==> src/rtl/uart_rif_pkg.sv <==
package uart_rif_pkg;
  typedef enum logic [1:0] {
    REG_RXD  = 2'd0,
    REG_TXD  = 2'd1,
    REG_STAT = 2'd2,
    REG_CTRL = 2'd3
  } reg_idx_e;

  localparam int unsigned BYTE_W     = 8;
  localparam int unsigned ST_RX_VLD  = 0;
  localparam int unsigned ST_RX_FULL = 1;
  localparam int unsigned ST_TX_EMPT = 2;
  localparam int unsigned ST_TX_FULL = 3;
  localparam int unsigned ST_PEND    = 4;
  localparam int unsigned CT_TX_RST  = 0;
  localparam int unsigned CT_RX_RST  = 1;
  localparam int unsigned CT_IE      = 4;
endpackage

==> src/rtl/uart_rif_rx_fifo.sv <==
module uart_rif_rx_fifo #(
  parameter int unsigned DEPTH  = 8,
  parameter int unsigned BYTE_W = 8,
  localparam int unsigned PTR_W = $clog2(DEPTH),
  localparam int unsigned CNT_W = PTR_W + 1
) (
  input  logic              clk_i,
  input  logic              rst_ni,
  input  logic              push_i,
  input  logic [BYTE_W-1:0] push_data_i,
  input  logic              pop_i,
  input  logic              clr_i,
  output logic [BYTE_W-1:0] rd_data_o,
  output logic [CNT_W-1:0]  count_o,
  output logic              full_o,
  output logic              push_ok_o
);
  logic [BYTE_W-1:0] mem_q [DEPTH];
  logic [PTR_W-1:0]  wr_q;
  logic [CNT_W-1:0]  cnt_q;
  logic [PTR_W-1:0]  rd_idx;
  logic              push_ok, pop_ok;

  assign full_o    = (cnt_q == CNT_W'(DEPTH));
  assign push_ok   = push_i & ~full_o & ~clr_i;
  assign pop_ok    = pop_i & (cnt_q != '0) & ~clr_i;
  // depth is a power of two: subtraction wraps modulo DEPTH
  assign rd_idx    = wr_q - cnt_q[PTR_W-1:0];
  assign rd_data_o = mem_q[rd_idx];
  assign count_o   = cnt_q;
  assign push_ok_o = push_ok;

  for (genvar i = 0; i < DEPTH; i++) begin : g_slot
    always_ff @(posedge clk_i or negedge rst_ni) begin
      if (!rst_ni)                                mem_q[i] <= '0;
      else if (push_ok && wr_q == PTR_W'(i))      mem_q[i] <= push_data_i;
    end
  end

  always_ff @(posedge clk_i or negedge rst_ni) begin
    if (!rst_ni) begin
      wr_q  <= '0;
      cnt_q <= '0;
    end else if (clr_i) begin
      wr_q  <= '0;
      cnt_q <= '0;
    end else begin
      if (push_ok) wr_q <= wr_q + 1'b1;
      cnt_q <= cnt_q + CNT_W'(push_ok) - CNT_W'(pop_ok);
    end
  end


  drop_full_chk: assert property (@(posedge clk_i) disable iff (!rst_ni)
    (full_o && push_i && !pop_i && !clr_i) |=> (full_o && $stable(wr_q)));

  empty_pop_chk: assert property (@(posedge clk_i) disable iff (!rst_ni)
    (cnt_q == '0 && pop_i && !push_i && !clr_i) |=> (cnt_q == '0));

  cnt_bound_chk: assert property (@(posedge clk_i) disable iff (!rst_ni)
    cnt_q <= CNT_W'(DEPTH));
endmodule

==> src/rtl/uart_rif_irq.sv <==
module uart_rif_irq (
  input  logic clk_i,
  input  logic rst_ni,
  input  logic set_i,
  input  logic ie_i,
  output logic pend_o,
  output logic irq_o
);
  logic pend_q;

  always_ff @(posedge clk_i or negedge rst_ni) begin
    if (!rst_ni)    pend_q <= 1'b0;
    else if (set_i) pend_q <= 1'b1;
  end

  assign pend_o = pend_q;
  assign irq_o  = pend_q & ie_i;


  pend_sticky_chk: assert property (@(posedge clk_i) disable iff (!rst_ni)
    pend_q |=> pend_q);

  pend_set_chk: assert property (@(posedge clk_i) disable iff (!rst_ni)
    set_i |=> pend_o);
endmodule

==> src/rtl/uart_rif.sv <==
module uart_rif #(
  parameter int unsigned DEPTH  = 8,
  parameter int unsigned ADDR_W = 4,
  parameter int unsigned BUS_W  = 32,
  localparam int unsigned CNT_W = $clog2(DEPTH) + 1
) (
  input  logic              clk_i,
  input  logic              rst_ni,
  input  logic              bus_sel_i,
  input  logic              bus_we_i,
  input  logic [ADDR_W-1:0] bus_addr_i,
  input  logic [BUS_W-1:0]  bus_wdata_i,
  output logic [BUS_W-1:0]  bus_rdata_o,
  input  logic              rx_valid_i,
  input  logic [7:0]        rx_data_i,
  output logic              tx_valid_o,
  output logic [7:0]        tx_data_o,
  output logic              irq_o
);
  import uart_rif_pkg::*;

  reg_idx_e          word;
  logic              wr_en, rd_en, tx_wr, ctrl_wr, rx_clr, rx_pop;
  logic [BYTE_W-1:0] fifo_rd, ctrl_q, tx_q;
  logic [CNT_W-1:0]  fifo_cnt;
  logic              fifo_full, push_ok, pend, tx_vld_q;
  logic [BYTE_W-1:0] stat;
  logic              unused_bits;

  assign word    = reg_idx_e'(bus_addr_i[3:2]);
  assign wr_en   = bus_sel_i & bus_we_i;
  assign rd_en   = bus_sel_i & ~bus_we_i;
  assign tx_wr   = wr_en & (word == REG_TXD);
  assign ctrl_wr = wr_en & (word == REG_CTRL);
  assign rx_clr  = ctrl_wr & bus_wdata_i[CT_RX_RST];
  assign rx_pop  = rd_en & (word == REG_RXD);
  assign unused_bits = ^{bus_addr_i[1:0], bus_wdata_i[BUS_W-1:BYTE_W], ctrl_q[CT_TX_RST]};

  uart_rif_rx_fifo #(.DEPTH(DEPTH), .BYTE_W(BYTE_W)) i_rx_fifo (
    .clk_i       (clk_i),
    .rst_ni      (rst_ni),
    .push_i      (rx_valid_i),
    .push_data_i (rx_data_i),
    .pop_i       (rx_pop),
    .clr_i       (rx_clr),
    .rd_data_o   (fifo_rd),
    .count_o     (fifo_cnt),
    .full_o      (fifo_full),
    .push_ok_o   (push_ok)
  );

  uart_rif_irq i_irq (
    .clk_i  (clk_i),
    .rst_ni (rst_ni),
    .set_i  (push_ok | tx_wr),
    .ie_i   (ctrl_q[CT_IE]),
    .pend_o (pend),
    .irq_o  (irq_o)
  );

  always_ff @(posedge clk_i or negedge rst_ni) begin
    if (!rst_ni) begin
      ctrl_q   <= '0;
      tx_q     <= '0;
      tx_vld_q <= 1'b0;
    end else begin
      tx_vld_q <= tx_wr;
      if (tx_wr)   tx_q   <= bus_wdata_i[BYTE_W-1:0];
      if (ctrl_wr) ctrl_q <= bus_wdata_i[BYTE_W-1:0];
    end
  end

  always_comb begin
    stat             = '0;
    stat[ST_RX_VLD]  = (fifo_cnt != '0);
    stat[ST_RX_FULL] = fifo_full;
    stat[ST_TX_EMPT] = 1'b1;
    stat[ST_TX_FULL] = 1'b0;
    stat[ST_PEND]    = pend;
  end

  always_comb begin
    unique case (word)
      REG_RXD:  bus_rdata_o = BUS_W'(fifo_rd);
      REG_TXD:  bus_rdata_o = BUS_W'(tx_q);
      REG_STAT: bus_rdata_o = BUS_W'(stat);
      default:  bus_rdata_o = BUS_W'(ctrl_q);
    endcase
  end

  assign tx_valid_o = tx_vld_q;
  assign tx_data_o  = tx_q;


  tx_pulse_chk: assert property (@(posedge clk_i) disable iff (!rst_ni)
    tx_wr |=> (tx_valid_o && tx_data_o == $past(bus_wdata_i[7:0])));

  tx_single_chk: assert property (@(posedge clk_i) disable iff (!rst_ni)
    !tx_wr |=> !tx_valid_o);

  rx_clr_chk: assert property (@(posedge clk_i) disable iff (!rst_ni)
    rx_clr |=> (fifo_cnt == '0));

  irq_off_chk: assert property (@(posedge clk_i) disable iff (!rst_ni)
    (ctrl_wr && !bus_wdata_i[CT_IE]) |=> !irq_o);

  stat_wr_chk: assert property (@(posedge clk_i) disable iff (!rst_ni)
    (wr_en && word == REG_STAT) |=> ($stable(ctrl_q) && $stable(tx_q)));
endmodule

==> config.mk <==
export PLATFORM = sky130hd
export DESIGN_NAME = uart_rif
export DESIGN_NICKNAME = d
export VERILOG_FILES = /design/src/rtl/uart_rif_pkg.sv /design/src/rtl/uart_rif_rx_fifo.sv /design/src/rtl/uart_rif_irq.sv /design/src/rtl/uart_rif.sv
export SDC_FILE = /design/constraint.sdc
export NUM_CORES = 1
export LEC_CHECK = 0
export BUFFER_PORTS_ARGS = -buffer_cell sky130_fd_sc_hd__buf_2
export CORE_AREA = 2 2 94 96
export CTS_CLUSTER_DIAMETER = 200
export DETAILED_ROUTE_END_ITERATION = 7
export DIE_AREA = 0 0 96 98
export HOLD_SLACK_MARGIN = 0.03
export PLACE_DENSITY = 0.79
export SYNTH_ARGS = -nofsm -noshare
export SYNTH_HDL_FRONTEND = slang
export SYNTH_SLANG_ARGS = --single-unit
==> constraint.sdc <==
create_clock -name clk_i -period 3.5 [get_ports clk_i]
set_input_delay 0.35 -clock clk_i [delete_from_list [all_inputs] [get_ports clk_i]]
set_output_delay 0.35 -clock clk_i [all_outputs]
set_load 0.02 [all_outputs]
## Yosys cells after proc, flatten, opt, wreduce, memory -nomap -nowiden

Cells that the tools add are included.
W data, S select, Z words.

| cells by class | value |
|---|---|
| add/sub/neg operators | 4 |
| $mul | 0 |
| div/mod/pow operators | 0 |
| $lt $le $gt $ge | 1 |
| eq/ne operators | 11 |
| shifts and indexed selects | 0 |
| muxes and demuxes | 7 |
| bitwise gates (word level) | 16 |
| reduce and logical (&&, ||, !) cells | 12 |

Operators with widths:

| operator | count |
|---|---|
| $bmux W8 S3 | 1 |
| $pmux W8 S3 | 1 |
| $mux W8 | 2 |
| $eq A3 B3 Y1 const B | 4 |
| $and A1 B1 Y1 | 11 |
| $logic_and A1 B1 Y1 | 8 |
| $eq A3 B2 Y1 const B | 2 |
| $mux W3 | 2 |
| $add A4 B1 Y4 | 1 |
| $eq A2 B2 Y1 const B | 2 |
| $eq A4 B4 Y1 const B | 1 |
| $ge A4 B4 Y1 const B | 1 |
| $mux W4 | 1 |
| $not A3 Y4 | 1 |
| $reduce_bool A4 Y1 | 1 |
| $sub A4 B1 Y4 | 1 |
| $add A3 B1 Y3 const B | 1 |
| $eq A3 B1 Y1 const B | 1 |
| $logic_not A3 Y1 | 1 |
| $not A1 Y1 | 3 |
| $sub A3 B3 Y3 | 1 |
| $eq A2 B1 Y1 const B | 1 |
| $logic_not A2 Y1 | 1 |
| $reduce_bool A2 Y1 | 1 |
| $or A1 B1 Y1 | 1 |

| word-level totals | value |
|---|---|
| register bits after elaboration | 89 |
| bits in latches | 0 |
| bits in writable memories | 0 |
| bits in read-only memories | 0 |
| input bits | 49 |
| output and inout bits | 42 |
| logic and storage cells | 65 |
| memories | 0 |

## Depth between registers and ports, before layout

| logic depth | value |
|---|---|
| depth in word-level cells | 8 |
| gate-level depth with buffers | 11 |

## Cells and area by module

A second synthesis with hierarchy kept.

| unflattened totals | value |
|---|---|
| cells, all modules | 324 |
| area total of the unflattened synthesis | 4737.0 um^2 |

Modules (own cells, without submodules):

| module | times used | cells each | area an instance (um^2) | seq. area each (um^2) |
|---|---|---|---|---|
| uart_rif_rx_fifo | 1 | 232 | 3631.0 | 1776.7 |
| uart_rif | 1 | 89 | 1067.3 | 425.4 |
| uart_rif_irq | 1 | 3 | 38.8 | 25.0 |

## Least setup slack after synthesis

OpenSTA, ideal clock, no wires.

| timing path | value |
|---|---|
| path kind | reg2out |
| start | register i_rx_fifo.wr_q[0] |
| end | output port bus_rdata_o[3] |
| data arrival time | 2560 ps |
| path slack | 590 ps |
| cell stages (with the launch flop) | 10 |
| buffers on the path | 2 |
| path through | dfrtp_1 inv_1 ha_1 inv_1 fa_1 buf_1 clkbuf_1 mux4_2 mux2i_1 o21ai_0 |

| between the ends | value |
|---|---|
| word-level cells in the longest chain between the ends | 6 |

RTL lines:

| what | RTL line | text |
|---|---|---|
| start, declared | uart_rif_rx_fifo.sv:19 | `logic [PTR_W-1:0] wr_q;` |
| start signal, assigned | uart_rif_rx_fifo.sv:48 | `if (push_ok) wr_q <= wr_q + 1'b1;` |
| $sub A3 B3 Y3 | uart_rif_rx_fifo.sv:28 | `assign rd_idx = wr_q - cnt_q[PTR_W-1:0];` |
| $not A3 Y4 (not written as such) | uart_rif_rx_fifo.sv:29 | `assign rd_data_o = mem_q[rd_idx];` |
| $bmux W8 S3 | uart_rif_rx_fifo.sv:29 |  |
| $mux W8 (not written as such) (2 in a row) | uart_rif_rx_fifo.sv:29 |  |
| $pmux W8 S3 | uart_rif.sv:83 | `unique case (word)` |
| end, declared | uart_rif.sv:13 | `output logic [BUS_W-1:0] bus_rdata_o,` |

No other way between the ends. The select of a mux whose other input is x is not followed.

## Final worst setup path

| timing path | value |
|---|---|
| start | register i_rx_fifo.wr_q[0] |
| end | output port bus_rdata_o[0] |

The elaborated chain is that of the path after synthesis.

==> results.md <==
* Status: finished clean
* Register Area at approximately 2200 sq um
* Hold Buf Count CTS at 0
* Maximum clock rate at 297 MHz
* CTS tree: built
* Fill cell count at 682
* Root Buffer Master: clkbuf_8
* Synth Warn # at 0
* P_leak at roughly 2.3 nW
* Main combinational cell family by area after synthesis: multiplexers
* Setup Skew at 0.00946 ns
* Seq cells post-synth at ~90
* Routed wire per std cell at ~17 um
* Arr. time, crit path at about 3.0 ns
* Simple-Gate Fraction of Synth Area at 7.72%
* Reg clk slew, reported paths at 0.09 ns
* P per Cell Area at 1010 nW/um^2
* # diodes at 0
* Worst-Skew Late Latency at ~0.36 ns
* Post-synth EDFFs at 0
* Routed Antenna Nets at 0
* Synth Area in XOR/XNOR at between 1 and 1.5%
* Total negative slack at 0 ns
* Top cells by area, synth: dfrtp_1 49%, mux2_2 16%, mux4_2 8.9%, nand2_1 4.4%, buf_4 4.0%
* DRT Pass-1 Iters at 4
* Mapped Area at between 4000 and 5000 sq um
* Clock Tree Buf Depth at 2
* Gr ovfl total at 0
* Number of global-route vias before repair at roughly 2800
* Die width at approximately 96 um
* Unrepaired setup endpoints after global routing: false
* Number of setup buffers added after CTS at 0
* Final period util at slightly below 100%
* Seq/Total Area, Yosys at just under 50%
* Synth Area in Adders at under 10%
* Share of flip-flops with an asynchronous set or reset at 100%
* Initial Util at a little over half
* Final hold violation count at 0
* # setup viols final at 0
* DP Worst Slack at ~0.46 ns
* Worst Hold Class: in -> async
* Synth top cells by count: 89 x dfrtp_1, 63 x mux2_2, 53 x nand2_1
* Number of CTS-inserted buffers at 9
* Synth top area share at about half
* Total track usage at 19.9%
* Biggest area consumer among synthesized cells: dfrtp_1
* Syn Area/Cell at between 10 and 15 sq um
* Worst ir drop on vdd at about 0.00047 V
* Die H at just under 100 um
* Library cells used by synthesis at 37
* Syn Inst Count at 350
* H-tree lvl count at 3
* Largest net degree at the start of global routing at 90
* Multi-input gate area at ~2100 sq um
* Worst Path Required at between 3 and 4 ns
* Multiplexer share of the synthesized area at 28.1%
* Worst Max-Slew Pin Slew at about 1.1 ns
* Design Power at around 5 mW
* Num ports at slightly above 90
* Max_slew headroom at between 20% and 30%
* Initial antenna violation count at 1
* Final worst-path setup slack at 0.130 ns
* Min Tclk post-route at 3.37 ns
* Via count at 2760
* Top FF cell, synth: dfrtp_1
* Core Rows at 34
* Drt drc at 0
* Max Slew Vio Count at 0
* Routability cong. at approximately 0.81
* Max-capacitance violation count at 0
* Compound-Gate Fraction of Synth Area at 1.90%
* Clk sinks at 89
* DIE AREA at around 9400 sq um
* Setup crit end kind: primary output
* Via/cell ratio at 5.49
* Crit Path Class: reg -> out
* Critical path launch point type: register
* Area Growth Syn to Fin at 8.08%
* DRT iter0 DRCs at ~150
* CORE AREA at 8470 sq um
* Most common cell in the synthesized netlist: dfrtp_1
* Max FO, Critical Path at 6
* Port bufs at 40
* Nets at roughly 450
* DRT Wirelength at approximately 8500 um
* First-pass GRT wire length at 14200 um
* DP Wirelength at 5840 um
* Share of layout cells above drive strength 1 at a little under two fifths
-- critical path, cell delays in order, from the launching register on --
cell and delay (ns):
dfrtp_1 0.41, inv_1 0.14, ha_1 0.16, inv_1 0.05, fa_2 0.63, mux4_2 0.31
mux2_1 0.34, mux4_2 0.46, buf_2 0.17
-- cell families (layout without fill, tap and decap cells) --
kind of cell,Yosys count,count (layout)
muxes,96,96
buffers and inverters,52,74
DFF,89,89
other,1,24
AOI/OAI and AO/OA,14,14
xor gates and xnor gates,5,5
and+or+nand+nor,78,78
adders and majority gates,15,15
-- metrics by stage --
step | area, sq um | utilization (%) | hold WS [ns] | cells
2_1_floorplan | 4630 | - | 0.0544 | 373
3_3_place_gp | 4710 | 55.7 | 0.453 | 487
3_5_place_dp | 4710 | 55.7 | 0.462 | 487
4_1_cts | 4900 | 57.9 | 0.181 | 503
5_1_grt | 4910 | 58.0 | 0.196 | 503
6_report | 4910 | 58.0 | 0.183 | 503
-- flip-flops by register name, summed over array words and instances (netlist names) --
name / cells
ctrl_q: 8
i_irq.pend_o: 1
i_rx_fifo.count_o: 4
i_rx_fifo.mem_q: 64
i_rx_fifo.wr_q: 3
tx_data_o: 8
tx_valid_o: 1
-- layout by cell type (no fill, tap or decap), drive strengths merged --
cell type	Yosys	routed
nand2b	1	1
and3	6	6
a22oi	1	1
or3	1	1
and2	1	1
mux2i	8	8
ha	13	13
nor2b	2	2
clkinvlp	0	1
o21ai	5	5
or2	1	1
nor2	6	6
nand2	53	53
and4b	1	1
dfrtp	89	89
o211a	1	1
xnor2	4	4
buf	36	45
nand3	3	3
a21o	2	2
inv	12	13
a311oi	1	1
nand4	1	1
clkinv	1	4
fa	2	2
a21oi	4	4
mux2	70	70
clkbuf	3	11
xor2	1	1
or3b	1	1
conb	1	24
mux4	18	18
nand3b	1	1
-- routing by layer --
layer	up-vias	share of wire [%]	global-route usage, %
li1	1249	-	-
met1	1396	43	26.6
met2	97	49	31.6
met3	16	7.1	6.33
met4	2	1.4	5.05
met5	-	0.082	0
-- where the power goes --
| group | switching, mW | leakage, nW | internal [mW] |
|---|---|---|---|
| combinational | 1.16 | 1.18 | 1.38 |
| sequential | 0.244 | 1.08 | 1.48 |
| clock | 0.370 | 0.0959 | 0.301 |
| total | 1.78 | 2.35 | 3.16 |
-- layout make-up --
| class | count | share of cell area (%) |
|---|---|---|
| flip-flops and latches | 89 | 45.4 |
| well taps | 108 | 2.75 |
| clock buffers | 11 | 3.09 |
| inverters | 13 | 0.995 |
| multi-input cells | 232 | 42.1 |
| repair buffers | 45 | 4.90 |
| clock inverters | 5 | 0.791 |
-- timing repair --
item | CTS | global route
gates resized for setup | 0 | 1
endpoints found under the setup margin | 0 | 2
endpoints found under the hold margin | 0 | 0
-- worst paths after layout --
kind,startpoint,end,slack (ns),cells past startpoint
worst max-delay path,i_rx_fifo.wr_q[0],bus_rdata_o[0],0.13,8
worst min-delay path,rst_ni,i_rx_fifo.mem_q[50],0.18,1
worst max register to register,i_rx_fifo.count_o[2],i_rx_fifo.count_o[2],1.05,8
worst min register to register,ctrl_q[3],ctrl_q[3],0.48,2
max in group asynchronous,rst_ni,i_rx_fifo.mem_q[38],2.57,1
min in group clk_i,bus_wdata_i[7],tx_data_o[7],0.19,3
Power figures use the tool's default switching activity.
